## src/rtl/wbv_pkg.sv

```systemverilog
package wbv_pkg;

    // Operating mode of the voter
    typedef enum logic [1:0] {
        MODE_PAIR    = 2'd0,   // two primary copies, compare only
        MODE_RECOVER = 2'd1,   // waiting for the auxiliary copy
        MODE_DEAD    = 2'd2    // three-way disagreement seen
    } vmode_e;

    // One buffer per hardware thread
    localparam int unsigned NUM_SLOTS = 3;

endpackage

```

## src/rtl/wbv_slot.sv

```systemverilog
// One thread's result buffer. A write is accepted when the slot is empty
// or is being emptied in the same cycle; otherwise it is dropped.
module wbv_slot #(
    parameter int unsigned WORD_W = 37
) (
    input  logic              clk,
    input  logic              rst_n,
    input  logic              take_i,
    input  logic              clr_i,
    input  logic [WORD_W-1:0] word_i,
    output logic              full_o,
    output logic [WORD_W-1:0] word_o
);

    typedef struct packed {
        logic              full;
        logic [WORD_W-1:0] word;
    } slot_t;

    slot_t slot_d, slot_q;

    always_comb begin
        slot_d = slot_q;
        if (take_i && (!slot_q.full || clr_i)) begin
            slot_d.full = 1'b1;
            slot_d.word = word_i;
        end else if (clr_i) begin
            slot_d.full = 1'b0;
            slot_d.word = '0;
        end
    end

    always_ff @(posedge clk) begin
        if (!rst_n) begin
            slot_q <= '0;
        end else begin
            slot_q <= slot_d;
        end
    end

    assign full_o = slot_q.full;
    assign word_o = slot_q.word;

endmodule

```

## src/rtl/wbv_route.sv

```systemverilog
// Decodes the thread ID into per-slot capture strobes. The auxiliary slot
// listens only in recovery; primary slots listen only in two-thread mode.
module wbv_route #(
    parameter int unsigned TID_W     = 2,
    parameter int unsigned NUM_SLOTS = 3,
    parameter int unsigned AUX_TID   = 0
) (
    input  logic                 valid_i,
    input  logic [TID_W-1:0]     tid_i,
    input  logic                 pair_mode_i,
    input  logic                 recover_mode_i,
    output logic [NUM_SLOTS-1:0] take_o
);

    for (genvar g = 0; g < NUM_SLOTS; g++) begin : g_take
        if (g == AUX_TID) begin : g_aux
            assign take_o[g] = valid_i && (tid_i == TID_W'(g)) && recover_mode_i;
        end else begin : g_prim
            assign take_o[g] = valid_i && (tid_i == TID_W'(g)) && pair_mode_i;
        end
    end

endmodule

```

## src/rtl/wbv_vote3.sv

```systemverilog
// Pure combinational comparison of three buffered words.
module wbv_vote3 #(
    parameter int unsigned WORD_W = 37
) (
    input  logic [WORD_W-1:0] a_i,
    input  logic [WORD_W-1:0] b_i,
    input  logic [WORD_W-1:0] c_i,
    output logic              pair_eq_o,
    output logic              maj_ok_o,
    output logic [WORD_W-1:0] maj_word_o
);

    logic eq_ab, eq_ac, eq_bc;

    always_comb begin
        eq_ab      = (a_i == b_i);
        eq_ac      = (a_i == c_i);
        eq_bc      = (b_i == c_i);
        pair_eq_o  = eq_ab;
        maj_ok_o   = eq_ab | eq_ac | eq_bc;
        maj_word_o = (eq_ab || eq_ac) ? a_i : b_i;
    end

endmodule

```

## src/rtl/wbv_top.sv

```systemverilog
module wbv_top #(
    parameter int unsigned IDX_W   = 5,
    parameter int unsigned DATA_W  = 32,
    parameter int unsigned TID_W   = 2,
    parameter int unsigned AUX_TID = 0
) (
    input  logic              clk,
    input  logic              rst_n,
    input  logic              res_valid_i,
    input  logic [TID_W-1:0]  res_tid_i,
    input  logic [IDX_W-1:0]  res_idx_i,
    input  logic [DATA_W-1:0] res_data_i,
    output logic              rf_we_o,
    output logic [IDX_W-1:0]  rf_idx_o,
    output logic [DATA_W-1:0] rf_data_o,
    output logic              mismatch_o,
    output logic              recover_o,
    output logic              fatal_o
);

    import wbv_pkg::*;

    localparam int unsigned WORD_W = IDX_W + DATA_W;
    // The two primary slots are whichever slots are not the auxiliary one
    localparam int unsigned P0 = (AUX_TID == 0) ? 1 : 0;
    localparam int unsigned P1 = (AUX_TID == 2) ? 1 : 2;

    typedef struct packed {
        vmode_e            mode;
        logic              we;
        logic              mis;
        logic [IDX_W-1:0]  idx;
        logic [DATA_W-1:0] data;
    } ctl_t;

    ctl_t ctl_d, ctl_q;

    logic [NUM_SLOTS-1:0] take;
    logic [NUM_SLOTS-1:0] full;
    logic [WORD_W-1:0]    slot_word [NUM_SLOTS];
    logic [WORD_W-1:0]    in_word;
    logic                 clr_all;
    logic                 pair_eq;
    logic                 maj_ok;
    logic [WORD_W-1:0]    maj_word;

    assign in_word = {res_idx_i, res_data_i};

    wbv_route #(
        .TID_W     (TID_W),
        .NUM_SLOTS (NUM_SLOTS),
        .AUX_TID   (AUX_TID)
    ) u_route (
        .valid_i        (res_valid_i),
        .tid_i          (res_tid_i),
        .pair_mode_i    (ctl_q.mode == MODE_PAIR),
        .recover_mode_i (ctl_q.mode == MODE_RECOVER),
        .take_o         (take)
    );

    for (genvar g = 0; g < NUM_SLOTS; g++) begin : g_slot
        wbv_slot #(
            .WORD_W (WORD_W)
        ) u_slot (
            .clk    (clk),
            .rst_n  (rst_n),
            .take_i (take[g]),
            .clr_i  (clr_all),
            .word_i (in_word),
            .full_o (full[g]),
            .word_o (slot_word[g])
        );
    end

    wbv_vote3 #(
        .WORD_W (WORD_W)
    ) u_vote (
        .a_i        (slot_word[P0]),
        .b_i        (slot_word[P1]),
        .c_i        (slot_word[AUX_TID]),
        .pair_eq_o  (pair_eq),
        .maj_ok_o   (maj_ok),
        .maj_word_o (maj_word)
    );

    always_comb begin
        ctl_d     = ctl_q;
        ctl_d.we  = 1'b0;
        ctl_d.mis = 1'b0;
        clr_all   = 1'b0;
        case (ctl_q.mode)
            MODE_PAIR: begin
                if (full[P0] && full[P1]) begin
                    if (pair_eq) begin
                        clr_all                = 1'b1;
                        ctl_d.we               = 1'b1;
                        {ctl_d.idx, ctl_d.data} = slot_word[P0];
                    end else begin
                        // keep both copies for the three-way vote
                        ctl_d.mis  = 1'b1;
                        ctl_d.mode = MODE_RECOVER;
                    end
                end
            end
            MODE_RECOVER: begin
                if (full[AUX_TID]) begin
                    clr_all = 1'b1;
                    if (maj_ok) begin
                        ctl_d.we               = 1'b1;
                        {ctl_d.idx, ctl_d.data} = maj_word;
                        ctl_d.mode             = MODE_PAIR;
                    end else begin
                        ctl_d.mode = MODE_DEAD;
                    end
                end
            end
            default: begin
                // dead: hold until reset
            end
        endcase
    end

    always_ff @(posedge clk) begin
        if (!rst_n) begin
            ctl_q <= '0;
        end else begin
            ctl_q <= ctl_d;
        end
    end

    assign rf_we_o    = ctl_q.we;
    assign rf_idx_o   = ctl_q.idx;
    assign rf_data_o  = ctl_q.data;
    assign mismatch_o = ctl_q.mis;
    assign recover_o  = (ctl_q.mode == MODE_RECOVER);
    assign fatal_o    = (ctl_q.mode == MODE_DEAD);

endmodule

```

## config.mk

```make
export PLATFORM = sky130hd
export DESIGN_NAME = wbv_top
export DESIGN_NICKNAME = d
export VERILOG_FILES = /design/src/rtl/wbv_pkg.sv /design/src/rtl/wbv_slot.sv /design/src/rtl/wbv_route.sv /design/src/rtl/wbv_vote3.sv /design/src/rtl/wbv_top.sv
export SDC_FILE = /design/constraint.sdc
export NUM_CORES = 1
export LEC_CHECK = 0
export BUFFER_PORTS_ARGS = -buffer_cell sky130_fd_sc_hd__buf_4
export CORE_AREA = 2 2 123 125
export DETAILED_ROUTE_END_ITERATION = 8
export DIE_AREA = 0 0 125 127
export MAX_ROUTING_LAYER = met4
export PLACE_DENSITY_LB_ADDON = 0.3
export SLEW_MARGIN = 20
export SYNTH_ARGS = -nofsm -noshare
export SYNTH_HDL_FRONTEND = slang
export SYNTH_HIERARCHICAL = 1
export SYNTH_SLANG_ARGS = --single-unit
```

## constraint.sdc

```tcl
create_clock -name clk -period 3.3 [get_ports clk]
set_input_delay 0.66 -clock clk [delete_from_list [all_inputs] [get_ports clk]]
set_output_delay 0.66 -clock clk [all_outputs]
set_load 0.05 [all_outputs]
```

==> run metrics <==
slew margin rel. 21.1%; Post-CTS Setup Bufs 0; Detailed Route WL 24.8 mm; mapped cell area around 8600 um^2; reg-to-reg critical path startpoint g_slot[2].u_slot/word_o[34]; post_cts resized 0; area of the core between 10000 and 15000 um^2; Yosys cell types 39; R2R Setup Slk 190 ps; Yosys warnings 6; die area around 16000 um^2; largest net degree at the start of global routing between 100 and 150; worst slew pin tran 1180 ps; Reg-to-Reg End rf_data_o[15]; vias approximately 7400; most frequent cells in the layout nand2_1 (227), dfxtp_1 (155), o22ai_1 (105); n_diodes 0; clk_lat worst skew 430 ps; Vert. Die Dim around 130 um; # IOs 83; CP arrival around 3400 ps; global-route wire length before repair 38.1 mm; Max Cap Viol 0; Nets 1019; Final TNS setup 0 ps; share of cells above drive strength 1 20.7%; initial antenna violation count 0; Num Clock Sinks 155; CTS tree done; Starting Density around 60%; total clock buffers created by CTS 17; Critical Path Start Type flip-flop; Hold Startpoint res_data_i[28]; chip width 125 um; GRT Overall Usage between 30% and 40%; Detailed Place HPWL 15.6 mm; fin crit period 3110 ps; CTS Root Cell clkbuf_16; RSZ-0062 raised after global routing no; final setup fails 0; Clock Pin Slew Worst Setup and Hold Paths about 60 ps; DP Area 8830 um^2; Hold EP g_slot[1].u_slot/word_o[28]; Final Skew 5.25 ps; Wirelength per Cell 21.1 um; critical path, cell by cell xor2_1 -> nor4_1 -> nand4_1 -> nor3_2 -> a21oi_4 -> o21ai_0 -> and4b_1 -> buf_4 -> nor2_1 -> a221oi_1; Clock Tree Buf Depth 2; class of the worst hold path input port to flip-flop; f_max about 0.32 GHz; worst vdd ir just under 0.4 mV; final hold vios 0; Syn Inst Count around 1000; Leak 4.36 nW; Syn Area/Cell 8.85 um^2; CP max FO 37; PortBufs 82; WP data required 3620 ps; CP max stage delay 600 ps; Seq/Total Area, Yosys 36.1%; post-route clock period utilization 94.2%; Final Util 65.9%; Area growth, synth to finish 10.5%; PD cells 493 nW/um^2; Detailed Routing Iterations Pass 1 6; R2R depth 10; register bit count reported by yosys 155; Post-Syn Nets ~1000; number of cell rows 44; max-slew violations 0; GRT overflow 0; CTS H-Tree Depth 4; Final Instance Area about 9500 um^2; # hold bufs at CTS 0; CP max-delay cell nor4_1; status complete, no violations; ANT nets after route 0; crit path kind flip-flop to flip-flop; Worst setup EP type flip-flop; hold depth 3; drc violations 0; number of global-route vias before repair slightly below 7000; global placement routability congestion 0.912; commonest non-fill, non-tap cell in the layout nand2_1; Iter 0 DRT Violations 835; drt via density 6.27
state kept, by name, indices dropped and copies added (netlist names):
| name | count |
|---|---|
| mismatch_o | 1 |
| rf_data_o | 32 |
| g_slot.u_slot/word_o | 111 |
| g_slot.u_slot/full_o | 3 |
| rf_idx_o | 5 |
| rf_we_o | 1 |
| ctl_q | 2 |
area by class of cell:
| class | count | area (um^2) |
|---|---|---|
| inverters | 6 | 22.5 |
| multi-input cells | 700 | 4720 |
| fillers | 1211 | 4920 |
| clock buffers | 20 | 457 |
| well taps | 184 | 230 |
| repair buffers | 97 | 769 |
| flip-flops and latches | 155 | 3100 |
| clock inverters | 12 | 194 |
worst max-delay path: cells and delay by family, from the launching register on:
family / cells / cell delay (ps)
and+or+nand+nor: 5 / 1440
AOI/OAI and AO/OA: 3 / 490
DFF: 1 / 470
buffers and inverters: 1 / 390
xor gates and xnor gates: 1 / 170
through the flow:
step | setup WS (ps) | hold slack, ps | instances | power, mW
2_1_floorplan | 751 | 481 | 972 | 2.38
3_3_place_gp | 435 | 494 | 1141 | 2.53
3_5_place_dp | 329 | 500 | 1141 | 2.53
4_1_cts | 307 | 494 | 1173 | 4.66
5_1_grt | 41.5 | 504 | 1174 | 4.79
6_report | 193 | 504 | 1174 | 4.69
worst max path at each step:
stage	from	end	slack, ps	cells past startpoint
finish	g_slot[2].u_slot/word_o[34]	rf_data_o[15]	190	10
global route	g_slot[1].u_slot/word_o[34]	rf_data_o[23]	40	10
detailed placement	g_slot[1].u_slot/word_o[34]	rf_data_o[15]	330	10
floorplan	g_slot[1].u_slot/word_o[31]	rf_data_o[17]	750	13
global placement	g_slot[1].u_slot/word_o[34]	rf_idx_o[4]	430	10
CTS	g_slot[1].u_slot/word_o[34]	rf_data_o[15]	310	10
Yosys cell counts, drive strengths merged:
library cell    n  area, um^2
clkbuf         20        75.1
o21bai          3        56.3
and3           37         231
nor3            5        30.0
dfxtp         155        3100
and4bb          2        25.0
xnor2          44         385
nand2b          4        32.5
a21oi           1        5.00
and4b           3        32.5
xor2           67         587
mux2i          37         370
inv             6        22.5
nor2           39         146
nand4          14        87.6
buf            91         687
a21o            1        7.51
o211a           1        10.0
a221oi         37         443
mux2           37         488
nor3b           1        7.51
o21ai           1        5.00
nor4           18         113
a31oi           1        6.26
a21boi          3        22.5
nand3           2        10.0
nor2b           1        6.26
o22ai         111         732
nand2         230         871
metal layers:
metal / track usage, % / share of wire (%) / wire length, um / vias up
li1: - / - / - / 3387
met4: 11.7 / 2.6 / 656 / 0
met5: - / 0 / 0 / -
met2: 47.1 / 45 / 11200 / 420
met1: 41.2 / 42 / 10300 / 3500
met3: 8.00 / 10 / 2600 / 52
power breakdown:
part	total, mW	internal [mW]	switching, mW	leakage [nW]
Clock	2.17	1.38	0.791	0.316
Sequential	1.96	1.91	0.0543	1.25
Combinational	0.557	0.225	0.332	2.79
cell families after synthesis:
| family | synth area share, % |
|---|---|
| AOI/OAI and AO/OA | 15.0 |
| xor gates and xnor gates | 11.3 |
| buffers and inverters | 9.12 |
| DFF | 36.1 |
| muxes | 9.98 |
| and+or+nand+nor | 18.5 |
(Power assumes the default switching activity.)
